--- config.mk ---
export PLATFORM = sky130hd
export DESIGN_NAME = rx_ring_mgr
export DESIGN_NICKNAME = d
export VERILOG_FILES = /design/src/rtl/rrm_pkg.sv /design/src/rtl/rrm_ring_regs.sv /design/src/rtl/rrm_fetch_ctrl.sv /design/src/rtl/rx_ring_mgr.sv
export SDC_FILE = /design/constraint.sdc
export NUM_CORES = 1
export LEC_CHECK = 0
export BUFFER_PORTS_ARGS = -buffer_cell sky130_fd_sc_hd__buf_2
export CORE_MARGIN = 5
export CORE_UTILIZATION = 44
export CTS_CLUSTER_SIZE = 20
export DETAILED_ROUTE_END_ITERATION = 12
export PLACE_DENSITY = 0.6
export SLEW_MARGIN = 20
export SYNTH_ARGS = -nofsm -noshare
export SYNTH_HDL_FRONTEND = slang
export SYNTH_SLANG_ARGS = --single-unit
--- constraint.sdc ---
create_clock -name clk -period 6.2 [get_ports clk]
set_input_delay 1.24 -clock clk [delete_from_list [all_inputs] [get_ports clk]]
set_output_delay 1.24 -clock clk [all_outputs]
set_load 0.1 [all_outputs]
--- src/rtl/rrm_pkg.sv ---
package rrm_pkg;

    typedef enum logic [1:0] {
        PTR_START = 2'd0,
        PTR_END   = 2'd1,
        PTR_READ  = 2'd2,
        PTR_WRITE = 2'd3
    } ptr_sel_e;

    typedef enum logic [1:0] {
        S_IDLE,
        S_FETCH,
        S_ADVANCE,
        S_FINISH
    } fetch_state_e;

    localparam int NUM_FIELDS = 4;
    localparam int NUM_PTRS   = 4;

endpackage

--- src/rtl/rrm_ring_regs.sv ---
module rrm_ring_regs
    import rrm_pkg::*;
#(
    parameter int AW = 16
) (
    input  logic          clk,
    input  logic          rst_n,
    input  logic          wide_mode,
    input  logic          wr_en,
    input  logic [1:0]    wr_sel,
    input  logic [AW-1:0] wr_data,
    input  logic          adv,
    output logic [AW-1:0] rd_data,
    output logic [AW-1:0] start_ptr,
    output logic [AW-1:0] end_ptr,
    output logic [AW-1:0] rd_ptr,
    output logic [AW-1:0] wr_ptr,
    output logic          rd_eq_wr
);

    localparam int NARROW_STEP = NUM_FIELDS * 2;
    localparam int WIDE_STEP   = NUM_FIELDS * 4;

    logic [NUM_PTRS-1:0][AW-1:0] ptr_q;
    logic [AW-1:0] align_mask;
    logic [AW-1:0] step;
    logic [AW-1:0] rd_stepped;
    logic [AW-1:0] rd_next;

    assign align_mask = wide_mode ? {{(AW-2){1'b1}}, 2'b00} : {{(AW-1){1'b1}}, 1'b0};
    assign step       = wide_mode ? AW'(WIDE_STEP) : AW'(NARROW_STEP);
    assign rd_stepped = ptr_q[PTR_READ] + step;
    assign rd_next    = (rd_stepped == ptr_q[PTR_END]) ? ptr_q[PTR_START] : rd_stepped;

    always_ff @(posedge clk) begin
        if (!rst_n) begin
            ptr_q <= '0;
        end else begin
            for (int i = 0; i < NUM_PTRS; i++) begin
                if ((i == int'(PTR_READ)) && adv) begin
                    ptr_q[i] <= rd_next;
                end else if (wr_en && (wr_sel == 2'(i))) begin
                    ptr_q[i] <= wr_data & align_mask;
                end
            end
        end
    end

    assign start_ptr = ptr_q[PTR_START];
    assign end_ptr   = ptr_q[PTR_END];
    assign rd_ptr    = ptr_q[PTR_READ];
    assign wr_ptr    = ptr_q[PTR_WRITE];
    assign rd_data   = ptr_q[wr_sel];
    assign rd_eq_wr  = (ptr_q[PTR_READ] == ptr_q[PTR_WRITE]);


    wide_align_chk: assert property (@(posedge clk) disable iff (!rst_n)
        (wr_en && wr_sel == PTR_START && wide_mode) |=> start_ptr[1:0] == 2'b00);


    narrow_align_chk: assert property (@(posedge clk) disable iff (!rst_n)
        (wr_en && wr_sel == PTR_WRITE && !wide_mode) |=> wr_ptr[0] == 1'b0);


    ring_wrap_chk: assert property (@(posedge clk) disable iff (!rst_n)
        (adv && (rd_ptr + step == end_ptr)) |=> rd_ptr == $past(start_ptr));


    ring_step_chk: assert property (@(posedge clk) disable iff (!rst_n)
        (adv && (rd_ptr + step != end_ptr)) |=> rd_ptr == $past(rd_ptr) + $past(step));

endmodule

--- src/rtl/rrm_fetch_ctrl.sv ---
module rrm_fetch_ctrl
    import rrm_pkg::*;
#(
    parameter int AW = 16,
    parameter int FW = 16
) (
    input  logic            clk,
    input  logic            rst_n,
    input  logic            wide_mode,
    input  logic            cmd_fetch,
    input  logic            buf_full,
    input  logic            exh_ack,
    input  logic [AW-1:0]   rd_ptr,
    input  logic            rd_eq_wr,
    input  logic            mem_ack,
    input  logic [FW-1:0]   mem_rdata,
    output logic            mem_req,
    output logic [AW-1:0]   mem_addr,
    output logic            adv,
    output logic [2*FW-1:0] buf_base,
    output logic [2*FW-1:0] buf_wcnt,
    output logic            cmd_pending,
    output logic            busy,
    output logic            rx_stop,
    output logic            irq_exhausted
);

    localparam int IW = $clog2(NUM_FIELDS);

    fetch_state_e state_q, state_d;
    logic [IW-1:0] idx_q;
    logic [NUM_FIELDS-1:0][FW-1:0] fld_q;
    logic [AW-1:0] field_off;
    logic start_fetch;
    logic last_field;

    assign start_fetch = cmd_pending || (buf_full && !rd_eq_wr);
    assign last_field  = (idx_q == IW'(NUM_FIELDS - 1));
    assign field_off   = wide_mode ? (AW'(idx_q) << 2) : (AW'(idx_q) << 1);

    // next-state logic
    always_comb begin
        state_d = state_q;
        unique case (state_q)
            S_IDLE:    if (start_fetch) state_d = S_FETCH;
            S_FETCH:   if (mem_ack && last_field) state_d = S_ADVANCE;
            S_ADVANCE: state_d = S_FINISH;
            S_FINISH:  state_d = S_IDLE;
            default:   state_d = S_IDLE;
        endcase
    end

    // state register
    always_ff @(posedge clk) begin
        if (!rst_n) state_q <= S_IDLE;
        else        state_q <= state_d;
    end

    // outputs of the machine
    always_comb begin
        mem_req  = 1'b0;
        mem_addr = '0;
        adv      = 1'b0;
        busy     = 1'b1;
        unique case (state_q)
            S_IDLE:    busy = 1'b0;
            S_FETCH: begin
                mem_req  = 1'b1;
                mem_addr = rd_ptr + field_off;
            end
            S_ADVANCE: adv = 1'b1;
            S_FINISH:  ;
            default:   busy = 1'b0;
        endcase
    end

    // field index and capture
    always_ff @(posedge clk) begin
        if (!rst_n) begin
            idx_q <= '0;
            fld_q <= '0;
        end else if (state_q != S_FETCH) begin
            idx_q <= '0;
        end else if (mem_ack) begin
            fld_q[idx_q] <= mem_rdata;
            idx_q        <= idx_q + 1'b1;
        end
    end

    // loaded buffer descriptor
    always_ff @(posedge clk) begin
        if (!rst_n) begin
            buf_base <= '0;
            buf_wcnt <= '0;
        end else if (state_q == S_ADVANCE) begin
            buf_base <= {fld_q[1], fld_q[0]};
            buf_wcnt <= {fld_q[3], fld_q[2]};
        end
    end

    // command bit, stop latch, exhausted flag
    always_ff @(posedge clk) begin
        if (!rst_n) begin
            cmd_pending   <= 1'b0;
            rx_stop       <= 1'b0;
            irq_exhausted <= 1'b0;
        end else begin
            if (cmd_fetch)                  cmd_pending <= 1'b1;
            else if (state_q == S_FINISH)   cmd_pending <= 1'b0;

            if (state_q == S_FINISH)
                rx_stop <= 1'b0;
            else if (state_q == S_IDLE && buf_full && rd_eq_wr && !cmd_pending)
                rx_stop <= 1'b1;

            if (state_q == S_FINISH && rd_eq_wr) irq_exhausted <= 1'b1;
            else if (exh_ack)                    irq_exhausted <= 1'b0;
        end
    end


    req_hold_chk: assert property (@(posedge clk) disable iff (!rst_n)
        (mem_req && !mem_ack) |=> (mem_req && $stable(mem_addr)));


    exhaust_set_chk: assert property (@(posedge clk) disable iff (!rst_n)
        (state_q == S_FINISH && rd_eq_wr) |=> irq_exhausted);


    cmd_clear_chk: assert property (@(posedge clk) disable iff (!rst_n)
        (state_q == S_FINISH && !cmd_fetch) |=> !cmd_pending);


    stop_latch_chk: assert property (@(posedge clk) disable iff (!rst_n)
        (state_q == S_IDLE && buf_full && rd_eq_wr && !cmd_pending) |=> (rx_stop && !mem_req));


    auto_fetch_chk: assert property (@(posedge clk) disable iff (!rst_n)
        (state_q == S_IDLE && buf_full && !rd_eq_wr) |=> mem_req);


    stop_release_chk: assert property (@(posedge clk) disable iff (!rst_n)
        (state_q == S_FINISH) |=> !rx_stop);


    busy_ignore_chk: assert property (@(posedge clk) disable iff (!rst_n)
        (state_q == S_FETCH && buf_full && !cmd_pending && !rx_stop) |=> !rx_stop);

endmodule

--- src/rtl/rx_ring_mgr.sv ---
module rx_ring_mgr
    import rrm_pkg::*;
#(
    parameter int AW = 16,
    parameter int FW = 16
) (
    input  logic            clk,
    input  logic            rst_n,
    input  logic            wide_mode,
    input  logic            reg_we,
    input  logic [1:0]      reg_sel,
    input  logic [AW-1:0]   reg_wdata,
    output logic [AW-1:0]   reg_rdata,
    input  logic            cmd_fetch,
    output logic            cmd_pending,
    input  logic            buf_full,
    input  logic            exh_ack,
    output logic            mem_req,
    output logic [AW-1:0]   mem_addr,
    input  logic            mem_ack,
    input  logic [FW-1:0]   mem_rdata,
    output logic [2*FW-1:0] buf_base,
    output logic [2*FW-1:0] buf_wcnt,
    output logic            busy,
    output logic            rx_stop,
    output logic            irq_exhausted
);

    logic [AW-1:0] start_ptr, end_ptr, rd_ptr, wr_ptr;
    logic          rd_eq_wr;
    logic          adv;

    rrm_ring_regs #(.AW(AW)) u_regs (
        .clk       (clk),
        .rst_n     (rst_n),
        .wide_mode (wide_mode),
        .wr_en     (reg_we),
        .wr_sel    (reg_sel),
        .wr_data   (reg_wdata),
        .adv       (adv),
        .rd_data   (reg_rdata),
        .start_ptr (start_ptr),
        .end_ptr   (end_ptr),
        .rd_ptr    (rd_ptr),
        .wr_ptr    (wr_ptr),
        .rd_eq_wr  (rd_eq_wr)
    );

    rrm_fetch_ctrl #(.AW(AW), .FW(FW)) u_ctrl (
        .clk           (clk),
        .rst_n         (rst_n),
        .wide_mode     (wide_mode),
        .cmd_fetch     (cmd_fetch),
        .buf_full      (buf_full),
        .exh_ack       (exh_ack),
        .rd_ptr        (rd_ptr),
        .rd_eq_wr      (rd_eq_wr),
        .mem_ack       (mem_ack),
        .mem_rdata     (mem_rdata),
        .mem_req       (mem_req),
        .mem_addr      (mem_addr),
        .adv           (adv),
        .buf_base      (buf_base),
        .buf_wcnt      (buf_wcnt),
        .cmd_pending   (cmd_pending),
        .busy          (busy),
        .rx_stop       (rx_stop),
        .irq_exhausted (irq_exhausted)
    );


    reset_idle_chk: assert property (@(posedge clk)
        !rst_n |=> (!busy && !rx_stop && !irq_exhausted && !cmd_pending));

endmodule

Yosys cells after proc, flatten, opt, wreduce, memory -nomap -nowiden:

Index checks and enable logic that the tools add are counted.

* flip-flop bits (word level): 199
* output and inout bits: 101
* input port bits: 42
* logic and storage cells: 81

* eq/ne operators: 12
* add/subtract/negate cells: 3
* magnitude comparators: 3
* bitwise logic cells: 3
* reduce and logical (&&, ||, !) cells: 23
* mux-type cells: 22

Operators by type and width (count)
* $mux W16: 6
* $bwmux W64: 1
* $add A16 B16 Y16: 2
* $bmux W16 S2: 1
* $demux W16 S2: 1
* $eq A16 B16 Y1: 2
* $and A16 B16 Y16: 1
* $logic_and A1 B1 Y1: 11
* $eq A2 B2 Y1 const B: 5
* $pmux W2 S4: 1
* $mux W1: 7
* $lt A2 B3 Y1 const B: 2
* $mux W2: 3
* $ne A2 B1 Y1 const B: 3
* $reduce_bool A2 Y1: 3
* $mux W5: 1
* $eq A2 B1 Y1 const B: 2
* $logic_not A2 Y1: 2
* $mux W4: 1
* $reduce_and A2 Y1: 2
* $reduce_or A2 Y1: 2
* $add A2 B1 Y2 const B: 1
* $ge A2 B1 Y1 const B: 1
* $logic_not A1 Y1: 2
* 2 further kinds: 3

Depth between registers and ports, before layout:

Gate-level depths: netlist of the first run.

* depth after elaboration: 6
* depth in mapped cells: 12
* mapped depth without buffers: 11

By module:

A second synthesis of the first run with hierarchy kept.

* cell total of the unflattened synthesis: 1027
* area, all modules: 9107.5 um^2

By module, submodules not included
* rrm_fetch_ctrl: instances 1, sequential area each 2702.6 um^2, area each 5286.3 um^2, cells an instance 604
* rrm_ring_regs: instances 1, sequential area each 1201.2 um^2, area each 3821.2 um^2, cells an instance 423

Least setup slack after synthesis of the first run:

OpenSTA, ideal clock, no wires.

* path kind: input port to output port
* start point: input port wide_mode
* end point: output port mem_addr[8]
* path buffers: 1
* stages: 9
* arrival: 4868 ps
* required time: 4960 ps
* slack: 92 ps
* cell sequence: nand2_1 o21ai_0 ha_1 a21o_1 a21oi_1 or2_2 clkbuf_1 or3_1 a21boi_0

* longest elaborated chain between the ends: 3

RTL lines
* from (decl): line rx_ring_mgr.sv:9 `input logic wide_mode,`
* $mux W4: line rrm_fetch_ctrl.sv:39 `assign field_off = wide_mode ? (AW'(idx_q) << 2) : (AW'(idx_q) << 1);`
* $add A16 B16 Y16: line rrm_fetch_ctrl.sv:69 `mem_addr = rd_ptr + field_off;`
* $mux W16: line rrm_fetch_ctrl.sv:65 `unique case (state_q)`
* to (decl): line rx_ring_mgr.sv:19 `output logic [AW-1:0] mem_addr,`

No other way between the ends.

Final worst setup path of the first run:

* start point: input port wide_mode
* end point: output port mem_addr[14]

Same word-level chain as after synthesis.

==> results of run 1 <==
## flip-flops by register name (all words and copies together) (netlist names)
signal,cells
u_regs.wr_ptr,15
u_ctrl.state_q,2
u_ctrl.rx_stop,1
u_ctrl.idx_q,2
u_ctrl.cmd_pending,1
u_ctrl.buf_base,32
u_ctrl.fld_q,64
u_ctrl.buf_wcnt,32
u_regs.end_ptr,15
u_regs.start_ptr,15
u_ctrl.irq_exhausted,1
u_regs.rd_ptr,15
## power groups by stage
stage               registers, mW  logic [mW]  clock network [mW]
detailed placement           1.43       0.873                   0
floorplan                    1.42       0.702                   0
finish                       1.40       0.868                1.17
global route                 1.42       0.936                1.24
CTS                          1.40       0.875                1.19
global placement             1.43       0.868                   0
## worst min-delay path, delay by kind of cell, from the launching register on
| family | cells | cell delay [ps] |
|---|---|---|
| DFF | 1 | 320 |
| and+or+nand+nor | 1 | 50 |
| AOI/OAI and AO/OA | 1 | 60 |
## final cells by class
class | instances | area share
inverters | 7 | 0.00246
clock buffers | 17 | 0.0398
multi-input cells | 736 | 0.472
repair buffers | 143 | 0.0682
well taps | 275 | 0.0322
flip-flops and latches | 195 | 0.365
clock inverters | 15 | 0.0200
## cell usage after synthesis (all sizes together), types with 2 or more instances
library cell / number / share of area
a211o: 2 / 0.0019
a21boi: 113 / 0.091
a21o: 3 / 0.0024
a21oi: 4 / 0.0022
a311oi: 2 / 0.0019
a31oi: 6 / 0.0040
and2: 12 / 0.0081
and3: 5 / 0.0034
buf: 21 / 0.013
clkbuf: 59 / 0.024
dfxtp: 195 / 0.42
fa: 2 / 0.0043
ha: 14 / 0.019
inv: 7 / 0.0028
mux2: 7 / 0.0085
mux2i: 74 / 0.080
mux4: 15 / 0.036
nand2: 243 / 0.099
nand2b: 2 / 0.0013
nand3: 22 / 0.012
nand4: 5 / 0.0034
nor2: 18 / 0.0073
nor2b: 70 / 0.047
nor3: 6 / 0.0038
nor3b: 2 / 0.0016
nor4: 3 / 0.0036
nor4b: 3 / 0.0028
o211a: 2 / 0.0022
o211ai: 6 / 0.0075
o21ai: 17 / 0.0092
o221ai: 5 / 0.0081
o32ai: 2 / 0.0019
or2: 2 / 0.0013
or3: 6 / 0.0046
xnor2: 39 / 0.038
xnor3: 2 / 0.0048
xor2: 12 / 0.011
## per-layer routing
metal / part of all wire / GRT usage
met1: 0.45 / 0.273
met2: 0.47 / 0.329
met3: 0.056 / 0.0401
met4: 0.023 / 0.0696
met5: 0 / 0
## worst max path at each step
stage / startpoint / end / cells after the start
2_1_floorplan: wide_mode / mem_addr[8] / 9
3_3_place_gp: wide_mode / mem_addr[14] / 10
3_5_place_dp: wide_mode / mem_addr[15] / 11
4_1_cts: wide_mode / mem_addr[15] / 11
5_1_grt: wide_mode / mem_addr[15] / 11
6_report: wide_mode / mem_addr[14] / 10
## logic make-up after synthesis
group / count (synthesis) / synth area share
mux: 96 / 0.124
flops: 195 / 0.420
simple gates: 403 / 0.203
other cells: 1 / 0.000403
xor+xnor: 53 / 0.0537
fa+ha+maj: 16 / 0.0231
compound gates: 166 / 0.136
buf+inv: 87 / 0.0396
==> parameters.txt, run 1 <==
Parameter                              Value

Floorplan
  Core Footprint ... 20900 sq um
  DIE AREA ... 24100 sq um
  Number of core rows ... 53
  I/O pin count ... 143
  Chip Height ... 155 um
  Horiz. Die Dim ... 155 um
  Initial standard-cell utilization of the core ... 0.445

CTS
  CTS tree ... done
  Source-to-sink clock delay at the later pin of the worst-skew pair ... 440 ps
  Post-cts repair resize count ... 0
  Maximum clock path buffer count ... 2
  CTS sink cnt ... 195
  Root cell of the clock tree ... sky130_fd_sc_hd__clkbuf_16
  Level count of the clock H-tree ... 4
  Clock-pin slew of the registers on the worst-case setup and hold paths ... 80 ps
  TritonCTS buffer count ... 17
  Number of buffers inserted by hold repair at cts ... 0
  Post-CTS Setup Repair Bufs ... 0

Worst hold path
  Endpoint of the worst hold-timing path ... u_ctrl.fld_q[25]
  Worst hold stages ... 2
  Critical hold path startpoint ... u_ctrl.fld_q[25]
  Path type of the worst min-delay path ... flop to flop

Yosys
  Register area share after synthesis ... 0.420
  Number of flops mapped to enable cells by yosys ... 0
  Netlist area before placement ... 9300 sq um
  Top FF cell, synth ... sky130_fd_sc_hd__dfxtp_1
  Number of standard cells after synthesis ... 1017
  Fraction of registers with async set or reset after synthesis ... 0
  Number of flip-flops and latches in the synthesized netlist ... 195
  Distinct cell type count of the synthesized netlist ... 57
  Average footprint of a synthesized cell ... 9.14 sq um
  Yosys warning total ... 0

STA
  Number of endpoints failing setup at the final stage ... 0
  Setup repair after global routing missed its margin ... false
  Transition time at the pin with the least slew margin ... 1010 ps
  Tcrit/Tclk final ... 0.809
  Maximum clock skew at final layout ... 13.3 ps
  Final hold viol count ... 0
  Fin crit period ... 5020 ps
  Maximum clock frequency ... 199 MHz
  Final sum of negative setup slack ... 0 ps
  Max-slew headroom ... 0.326
  Minimum hold slack ... 467 ps
  Worst path setup slack after routing ... 1180 ps
  Total count of max-transition violations in the final report ... 0

Setup path
  Slowest library cell on the worst path ... sky130_fd_sc_hd__buf_2
  FF-to-FF path depth ... 9
  R2r setup slk ... 2690 ps
  Library cell appearing most often on the critical path ... sky130_fd_sc_hd__buf_2
  Type of element capturing the critical path ... output port
  Launch point of the worst reg-to-reg path ... u_regs.rd_ptr[3]
  Data required time at the worst endpoint ... 4960 ps
  Startpoint Class ... primary input
  Slowest Stage Delay on Critical Path ... 520 ps
  Worst path buffer plus inverter count ... 2
  CP Data Arrival Time ... 3780 ps
  Critical setup path kind ... primary input to output port
  Crit-path max FO ... 8
  Cell breakdown of the critical path ... buf_2 > nand2_1 > o21ai_0 > ha_1 > a21o_1 > a21oi_1 > or2_2 > or3_1 > a21boi_0 > buf_2
  Worst path top cell family by delay ... simple AND/OR/NAND/NOR gates
  Worst R2R End ... u_regs.rd_ptr[5]

Pwr
  Combinational Power Share ... 0.252
  Switching Share ... 0.376
  Register share of total power ... 0.408
  Worst VDD drop ... 0.199 mV
  Total power ... 3.44 mW
  Total power divided by cell area ... 322 nW/um^2
  Net switching power ... 1.29 mW
  Static Leakage ... 4.05 nW
  Clock group share of total power ... 0.339
  Pint ... 2.14 mW

Cells and area
  Fraction of final layout cells with drive strength greater than 1 ... 0.195
  Most common cell after layout, fill and taps aside ... sky130_fd_sc_hd__nand2_1
  Design area ... 10700 sq um
  Post-route insts no fill ... 1388
  Number of fill cells in the layout ... 2045
  Antenna cell count ... 0
  Area taken by flip-flops and latches ... 3900 sq um
  Layout overhead on the synthesized area ... 14.9%
  Final core occ ... 0.511
  Commonest non-fill, non-tap cells in the layout ... sky130_fd_sc_hd__nand2_1, sky130_fd_sc_hd__dfxtp_1, sky130_fd_sc_hd__buf_2
  Footprint of the multi-input gates ... 5040 sq um
  Nets ... 1158

Placed design
  HPWL after detailed placement ... 17200 um
  Buffers on Ports ... 139
  Place WS ... 1200 ps
  GP Congestion ... 0.838
  Placement Cell Area ... 10000 sq um
  Cell total after placement ... 1356

Detailed routing
  Wirelength, routed ... 24200 um
  Number of iterations in the first detailed-routing pass ... 5
  Vias per cell ... 5.20
  Remaining antenna violation count after routing ... 0
  Via count ... 7224
  Post-route DRC violation count ... 0
  Detailed Route Iter0 Violations ... 485
  Routed wirelength normalized by instance count ... 17.5 um

Global routing
  Vias in the first global route ... 6948
  Gr usage total ... 0.204
  Overflow left after global routing ... 0
  Number of antenna violations at the first check in global routing ... 0
  Global-route wire length before repair ... 39000 um
  Largest net degree at the start of global routing ... 118

Outcome
  Status ... finished, final reports clean

Job
  Reported max-cap violation count ... 0
Power figures use the tool's default switching activity.
==> inputs of run 2 (changes only) <==
- PLACE_DENSITY: 0.6 -> 0.63
- clock period: 6.2 -> 4.2 ns (I/O delays scaled with it)
==> run 2 against run 1 <==
  * Die area is the same
  * Worst hold slack lost 3.4 ps
  * Clock-buffer cell count is the same
  * Core utilization grew 0.63 points
  * Setup slack lost 780 ps
  * Sequential power grew 48%
  * Sequential share of layout area shrank 0.45 points
  * Clock power grew 43%
  * Non-clock buffer count grew 7
  * Final area grew 1.2%
  * Largest cell class unchanged
  * Largest power group unchanged
==> parameters.txt, run 2 (synthesized netlist as in run 1, its figures left out) <==
Parameter                              Value

Floorplan
  Chip Height ... 155 um
  Horiz. Die Dim ... 155 um
  Number of core rows ... 53
  Initial standard-cell utilization of the core ... 0.445
  Core Footprint ... 20900 sq um
  I/O pin count ... 143
  DIE AREA ... 24100 sq um

CTS
  Post-CTS Setup Repair Bufs ... 0
  CTS tree ... done
  CTS sink cnt ... 195
  Post-cts repair resize count ... 0
  Number of buffers inserted by hold repair at cts ... 0
  Source-to-sink clock delay at the later pin of the worst-skew pair ... 440 ps
  Clock-pin slew of the registers on the worst-case setup and hold paths ... 70 ps
  Root cell of the clock tree ... sky130_fd_sc_hd__clkbuf_16
  Maximum clock path buffer count ... 2
  TritonCTS buffer count ... 17
  Level count of the clock H-tree ... 4

Placed design
  Placement Cell Area ... 10200 sq um
  Cell total after placement ... 1363
  HPWL after detailed placement ... 17500 um
  Place WS ... 274 ps
  GP Congestion ... 0.865
  Buffers on Ports ... 139

Setup path
  Launch point of the worst reg-to-reg path ... u_regs.rd_ptr[3]
  Worst R2R End ... u_regs.rd_ptr[5]
  Crit-path max FO ... 8
  Startpoint Class ... primary input
  Critical setup path kind ... primary input to output port
  Type of element capturing the critical path ... output port
  FF-to-FF path depth ... 9
  CP Data Arrival Time ... 2960 ps
  R2r setup slk ... 920 ps
  Data required time at the worst endpoint ... 3360 ps

Cells and area
  Commonest non-fill, non-tap cells in the layout ... sky130_fd_sc_hd__nand2_1, sky130_fd_sc_hd__dfxtp_1, sky130_fd_sc_hd__buf_2
  Number of flip-flops under the largest register name ... 64
  Antenna cell count ... 0
  Nets ... 1165
  Most common cell after layout, fill and taps aside ... sky130_fd_sc_hd__nand2_1
  Post-route insts no fill ... 1395
  Reg with most FFs ... u_ctrl.fld_q
  Final core occ ... 0.518
  Design area ... 10800 sq um
  Layout overhead on the synthesized area ... 16.3%
  Number of fill cells in the layout ... 1987
  Fraction of final layout cells with drive strength greater than 1 ... 0.202
  Biggest regs ... u_ctrl.fld_q x64, u_ctrl.buf_base x32, u_ctrl.buf_wcnt x32

STA
  Final hold viol count ... 0
  Transition time at the pin with the least slew margin ... 1030 ps
  Setup repair after global routing missed its margin ... false
  Max-slew headroom ... 0.306
  Number of endpoints failing setup at the final stage ... 0
  Maximum clock skew at final layout ... 11.4 ps
  Worst path setup slack after routing ... 403 ps
  Total count of max-transition violations in the final report ... 0
  Minimum hold slack ... 464 ps
  Maximum clock frequency ... 263 MHz
  Final sum of negative setup slack ... 0 ps
  Tcrit/Tclk final ... 0.904
  Fin crit period ... 3800 ps

Pwr
  Worst VDD drop ... 0.294 mV
  Static Leakage ... 4.10 nW
  Total power divided by cell area ... 470 nW/um^2
  Total power ... 5.08 mW

Global routing
  Overflow left after global routing ... 0
  Number of antenna violations at the first check in global routing ... 0
  Vias in the first global route ... 6955
  Global-route wire length before repair ... 38900 um
  Largest net degree at the start of global routing ... 80
  Gr usage total ... 0.204

Detailed routing
  Vias per cell ... 5.20
  Number of iterations in the first detailed-routing pass ... 5
  Wirelength, routed ... 24500 um
  Via count ... 7258
  Remaining antenna violation count after routing ... 0
  Detailed Route Iter0 Violations ... 428
  Routed wirelength normalized by instance count ... 17.6 um
  Post-route DRC violation count ... 0

Worst hold path
  Critical hold path startpoint ... u_ctrl.fld_q[56]
  Path type of the worst min-delay path ... flop to flop
  Endpoint of the worst hold-timing path ... u_ctrl.fld_q[56]
  Worst hold stages ... 2

Job
  Reported max-cap violation count ... 0

Outcome
  Status ... finished, final reports clean
run 2: report_power, final:
part           internal, mW  switching, mW  total [mW]
logic                 0.432          0.909        1.34
clock network         0.822          0.847        1.67
registers              1.93          0.139        2.07
run 2: worst max-delay path by stage:
stage / startpoint / endpoint / depth (start not counted)
final: wide_mode / mem_addr[6] / 9
after global placement: wide_mode / u_regs.rd_ptr[14] / 11
after floorplan: wide_mode / mem_addr[8] / 9
after CTS: wide_mode / mem_addr[15] / 11
after detailed placement: wide_mode / u_regs.rd_ptr[5] / 11
after global routing: wide_mode / mem_addr[15] / 11
run 2: layout make-up:
class / count / area (sq um) / area share
clock buffers: 17 / 425 / 0.0393
clock inverters: 15 / 196 / 0.0182
inverters: 7 / 26.3 / 0.00243
multi-input cells: 736 / 5050 / 0.467
flip-flops and latches: 195 / 3900 / 0.361
well taps: 275 / 344 / 0.0318
repair buffers: 150 / 871 / 0.0805
run 2: metal layers:
metal / track usage / vias to the layer above / share of wire
li1: - / 3602 / -
met1: 0.286 / 3446 / 0.47
met2: 0.324 / 185 / 0.46
met3: 0.0401 / 25 / 0.054
met4: 0.0492 / 0 / 0.013
met5: 0 / - / 0
run 2: worst max-delay path, cell delays in order:
cell and delay [ps]:
sky130_fd_sc_hd__buf_2 150, sky130_fd_sc_hd__o21ai_0 330, sky130_fd_sc_hd__ha_1 300, sky130_fd_sc_hd__a21o_1 170, sky130_fd_sc_hd__a21oi_1 250, sky130_fd_sc_hd__or2_2 240, sky130_fd_sc_hd__xnor2_1 120, sky130_fd_sc_hd__and2_1 120
sky130_fd_sc_hd__buf_2 420
==> inputs of run 3 (changes only) <==
- CORE_UTILIZATION: 44 -> 25
- PLACE_DENSITY: 0.63 -> 0.39
==> run 3 against run 2 <==
  * Routed wire length grew 23%
  * First-iteration DRC count shrank 17%
  * Sequential share of layout area shrank 1.1 points
  * Sequential power is essentially flat
  * Critical path depth grew 2
  * Largest cell class unchanged
==> parameters.txt, run 3 (synthesized netlist as in run 1, its figures left out) <==
Parameter                              Value

STA
  Maximum clock frequency ... 258 MHz
  Total count of max-transition violations in the final report ... 0
  Maximum clock skew at final layout ... 18.8 ps
  Worst path setup slack after routing ... 318 ps
  Setup repair after global routing missed its margin ... false
  Number of endpoints failing setup at the final stage ... 0
  Max-slew headroom ... 0.178
  Minimum hold slack ... 465 ps
  Tcrit/Tclk final ... 0.924
  Final hold viol count ... 0
  Transition time at the pin with the least slew margin ... 1220 ps
  Fin crit period ... 3880 ps

Global routing
  Global-route wire length before repair ... 45500 um
  Peak-usage layer in the global routing report ... met2
  Number of antenna violations at the first check in global routing ... 1
  Vias in the first global route ... 7048
  Met1 Resource Use GR ... 0.215
  Met2 Use GR ... 0.215
  Largest net degree at the start of global routing ... 104
  GRT met3 Usage ... 0.0289
  Overflow left after global routing ... 0
  Gr usage total ... 0.144

Placed design
  GP Congestion ... 0.782
  Buffers on Ports ... 139
  HPWL after detailed placement ... 20800 um
  Placement Cell Area ... 10500 sq um
  Place WS ... 245 ps

Pwr
  Worst VDD drop ... 0.346 mV
  Static Leakage ... 4.13 nW
  Total power divided by cell area ... 472 nW/um^2

Worst hold path
  Path type of the worst min-delay path ... flop to flop

Setup path
  Crit-path max FO ... 7
  Type of element capturing the critical path ... output port
  Startpoint Class ... primary input
  Cell breakdown of the critical path ... buf_2 > o21ai_0 > fa_1 > a21o_1 > nor2b_1 > nand3_1 > nor2_1 > nand3_1 > xnor2_1 > and2_1 > buf_12
  Slowest Stage Delay on Critical Path ... 300 ps
  CP Data Arrival Time ... 3040 ps
  Slowest library cell on the worst path ... sky130_fd_sc_hd__o21ai_0
  Library cell appearing most often on the critical path ... sky130_fd_sc_hd__nand3_1
  Data required time at the worst endpoint ... 3360 ps
  Critical setup path kind ... primary input to output port

Floorplan
  Initial standard-cell utilization of the core ... 0.253
  I/O pin count ... 143
  Core Footprint ... 36700 sq um
  Number of core rows ... 70
  Horiz. Die Dim ... 203 um
  DIE AREA ... 41100 sq um
  Chip Height ... 203 um

Detailed routing
  Wirelength, routed ... 30200 um
  Routed wirelength normalized by instance count ... 18.9 um
  Detailed Route Iter0 Violations ... 354
  Via count ... 7219
  Remaining antenna violation count after routing ... 0
  Vias per cell ... 4.53
  Number of iterations in the first detailed-routing pass ... 5
  Post-route DRC violation count ... 0

Outcome
  Status ... finished, final reports clean

CTS
  Root cell of the clock tree ... sky130_fd_sc_hd__clkbuf_16
  CTS sink cnt ... 195
  Level count of the clock H-tree ... 4
  Number of buffers inserted by hold repair at cts ... 0
  Post-cts repair resize count ... 0
  CTS tree ... done
  Maximum clock path buffer count ... 2
  Source-to-sink clock delay at the later pin of the worst-skew pair ... 450 ps
  Post-CTS Setup Repair Bufs ... 0
  Clock-pin slew of the registers on the worst-case setup and hold paths ... 80 ps
  TritonCTS buffer count ... 17

Cells and area
  Nets ... 1169
  Number of fill cells in the layout ... 3898
  Fraction of final layout cells with drive strength greater than 1 ... 0.206
  Number of flip-flops under the largest register name ... 64
  Design area ... 11200 sq um
  Layout overhead on the synthesized area ... 19.9%
  Biggest regs ... u_ctrl.fld_q x64, u_ctrl.buf_base x32, u_ctrl.buf_wcnt x32
  Reg with most FFs ... u_ctrl.fld_q
  Commonest non-fill, non-tap cells in the layout ... sky130_fd_sc_hd__nand2_1, sky130_fd_sc_hd__dfxtp_1, sky130_fd_sc_hd__buf_2
  Most common cell after layout, fill and taps aside ... sky130_fd_sc_hd__nand2_1

Job
  Reported max-cap violation count ... 0
==> run 3: cell types whose count changed in the layout (fill, tap and decap cells not counted), moves of 2 or more <==
cell / previous run / this run
sky130_fd_sc_hd__buf_2: 132 / 130
sky130_fd_sc_hd__buf_12: 6 / 10
sky130_fd_sc_hd__clkinvlp_4: 0 / 2
sky130_fd_sc_hd__inv_6: 5 / 1
sky130_fd_sc_hd__clkinv_8: 6 / 1
sky130_fd_sc_hd__bufinv_16: 0 / 2
sky130_fd_sc_hd__buf_4: 12 / 14
sky130_fd_sc_hd__inv_8: 2 / 5
==> run 3: per-stage QoR <==
| step | instances | power (mW) | util | TNS, ps |
|---|---|---|---|---|
| 2_1_floorplan | 1018 | 3.13 | - | -372 |
| 3_3_place_gp | 1560 | 3.53 | 0.287 | 0 |
| 3_5_place_dp | 1560 | 3.53 | 0.287 | 0 |
| 4_1_cts | 1592 | 5.35 | 0.304 | 0 |
| 5_1_grt | 1592 | 5.50 | 0.304 | 0 |
| 6_report | 1593 | 5.26 | 0.304 | 0 |
==> run 3: final timing paths <==
path | start | end | slack (ps) | cells after the start
worst min register to register | u_ctrl.fld_q[5] | u_ctrl.fld_q[5] | 460 | 2
worst min-delay path | u_ctrl.fld_q[5] | u_ctrl.fld_q[5] | 460 | 2
worst max-delay path | wide_mode | mem_addr[15] | 320 | 11
worst max register to register | u_regs.rd_ptr[3] | u_regs.rd_ptr[14] | 910 | 10
==> run 3: power breakdown <==
group	total [mW]	switching [mW]	leakage [nW]	internal [mW]
sequential	2.06	0.127	1.58	1.93
clock	1.79	0.857	0.302	0.931
combinational	1.42	0.958	2.25	0.458
total	5.26	1.94	4.13	3.32
==> run 3: routing by layer <==
| metal | wire length [um] | up-vias |
|---|---|---|
| met5 | 7 | - |
| met4 | 265 | 2 |
| met3 | 1170 | 18 |
| met2 | 13200 | 118 |
| met1 | 15500 | 3479 |
| li1 | - | 3602 |
==> run 3: worst max-delay path, delay by kind of cell <==
| kind | cells | cell delay [ps] |
|---|---|---|
| compound gates | 2 | 470 |
| xor+xnor | 1 | 240 |
| fa+ha+maj | 1 | 280 |
| buf+inv | 2 | 340 |
| simple gates | 5 | 880 |
==> run 3: cell type report <==
| class | count | area, sq um | share of cell area |
|---|---|---|---|
| antenna | 1 | 2.50 | 0.000224 |
| clock buffer | 18 | 439 | 0.0394 |
| clock inverter | 14 | 186 | 0.0167 |
| inverter | 7 | 26.3 | 0.00236 |
| multi-input combinational | 736 | 5050 | 0.453 |
| sequential | 195 | 3900 | 0.350 |
| tap | 468 | 586 | 0.0525 |
| timing repair buffer | 154 | 956 | 0.0857 |
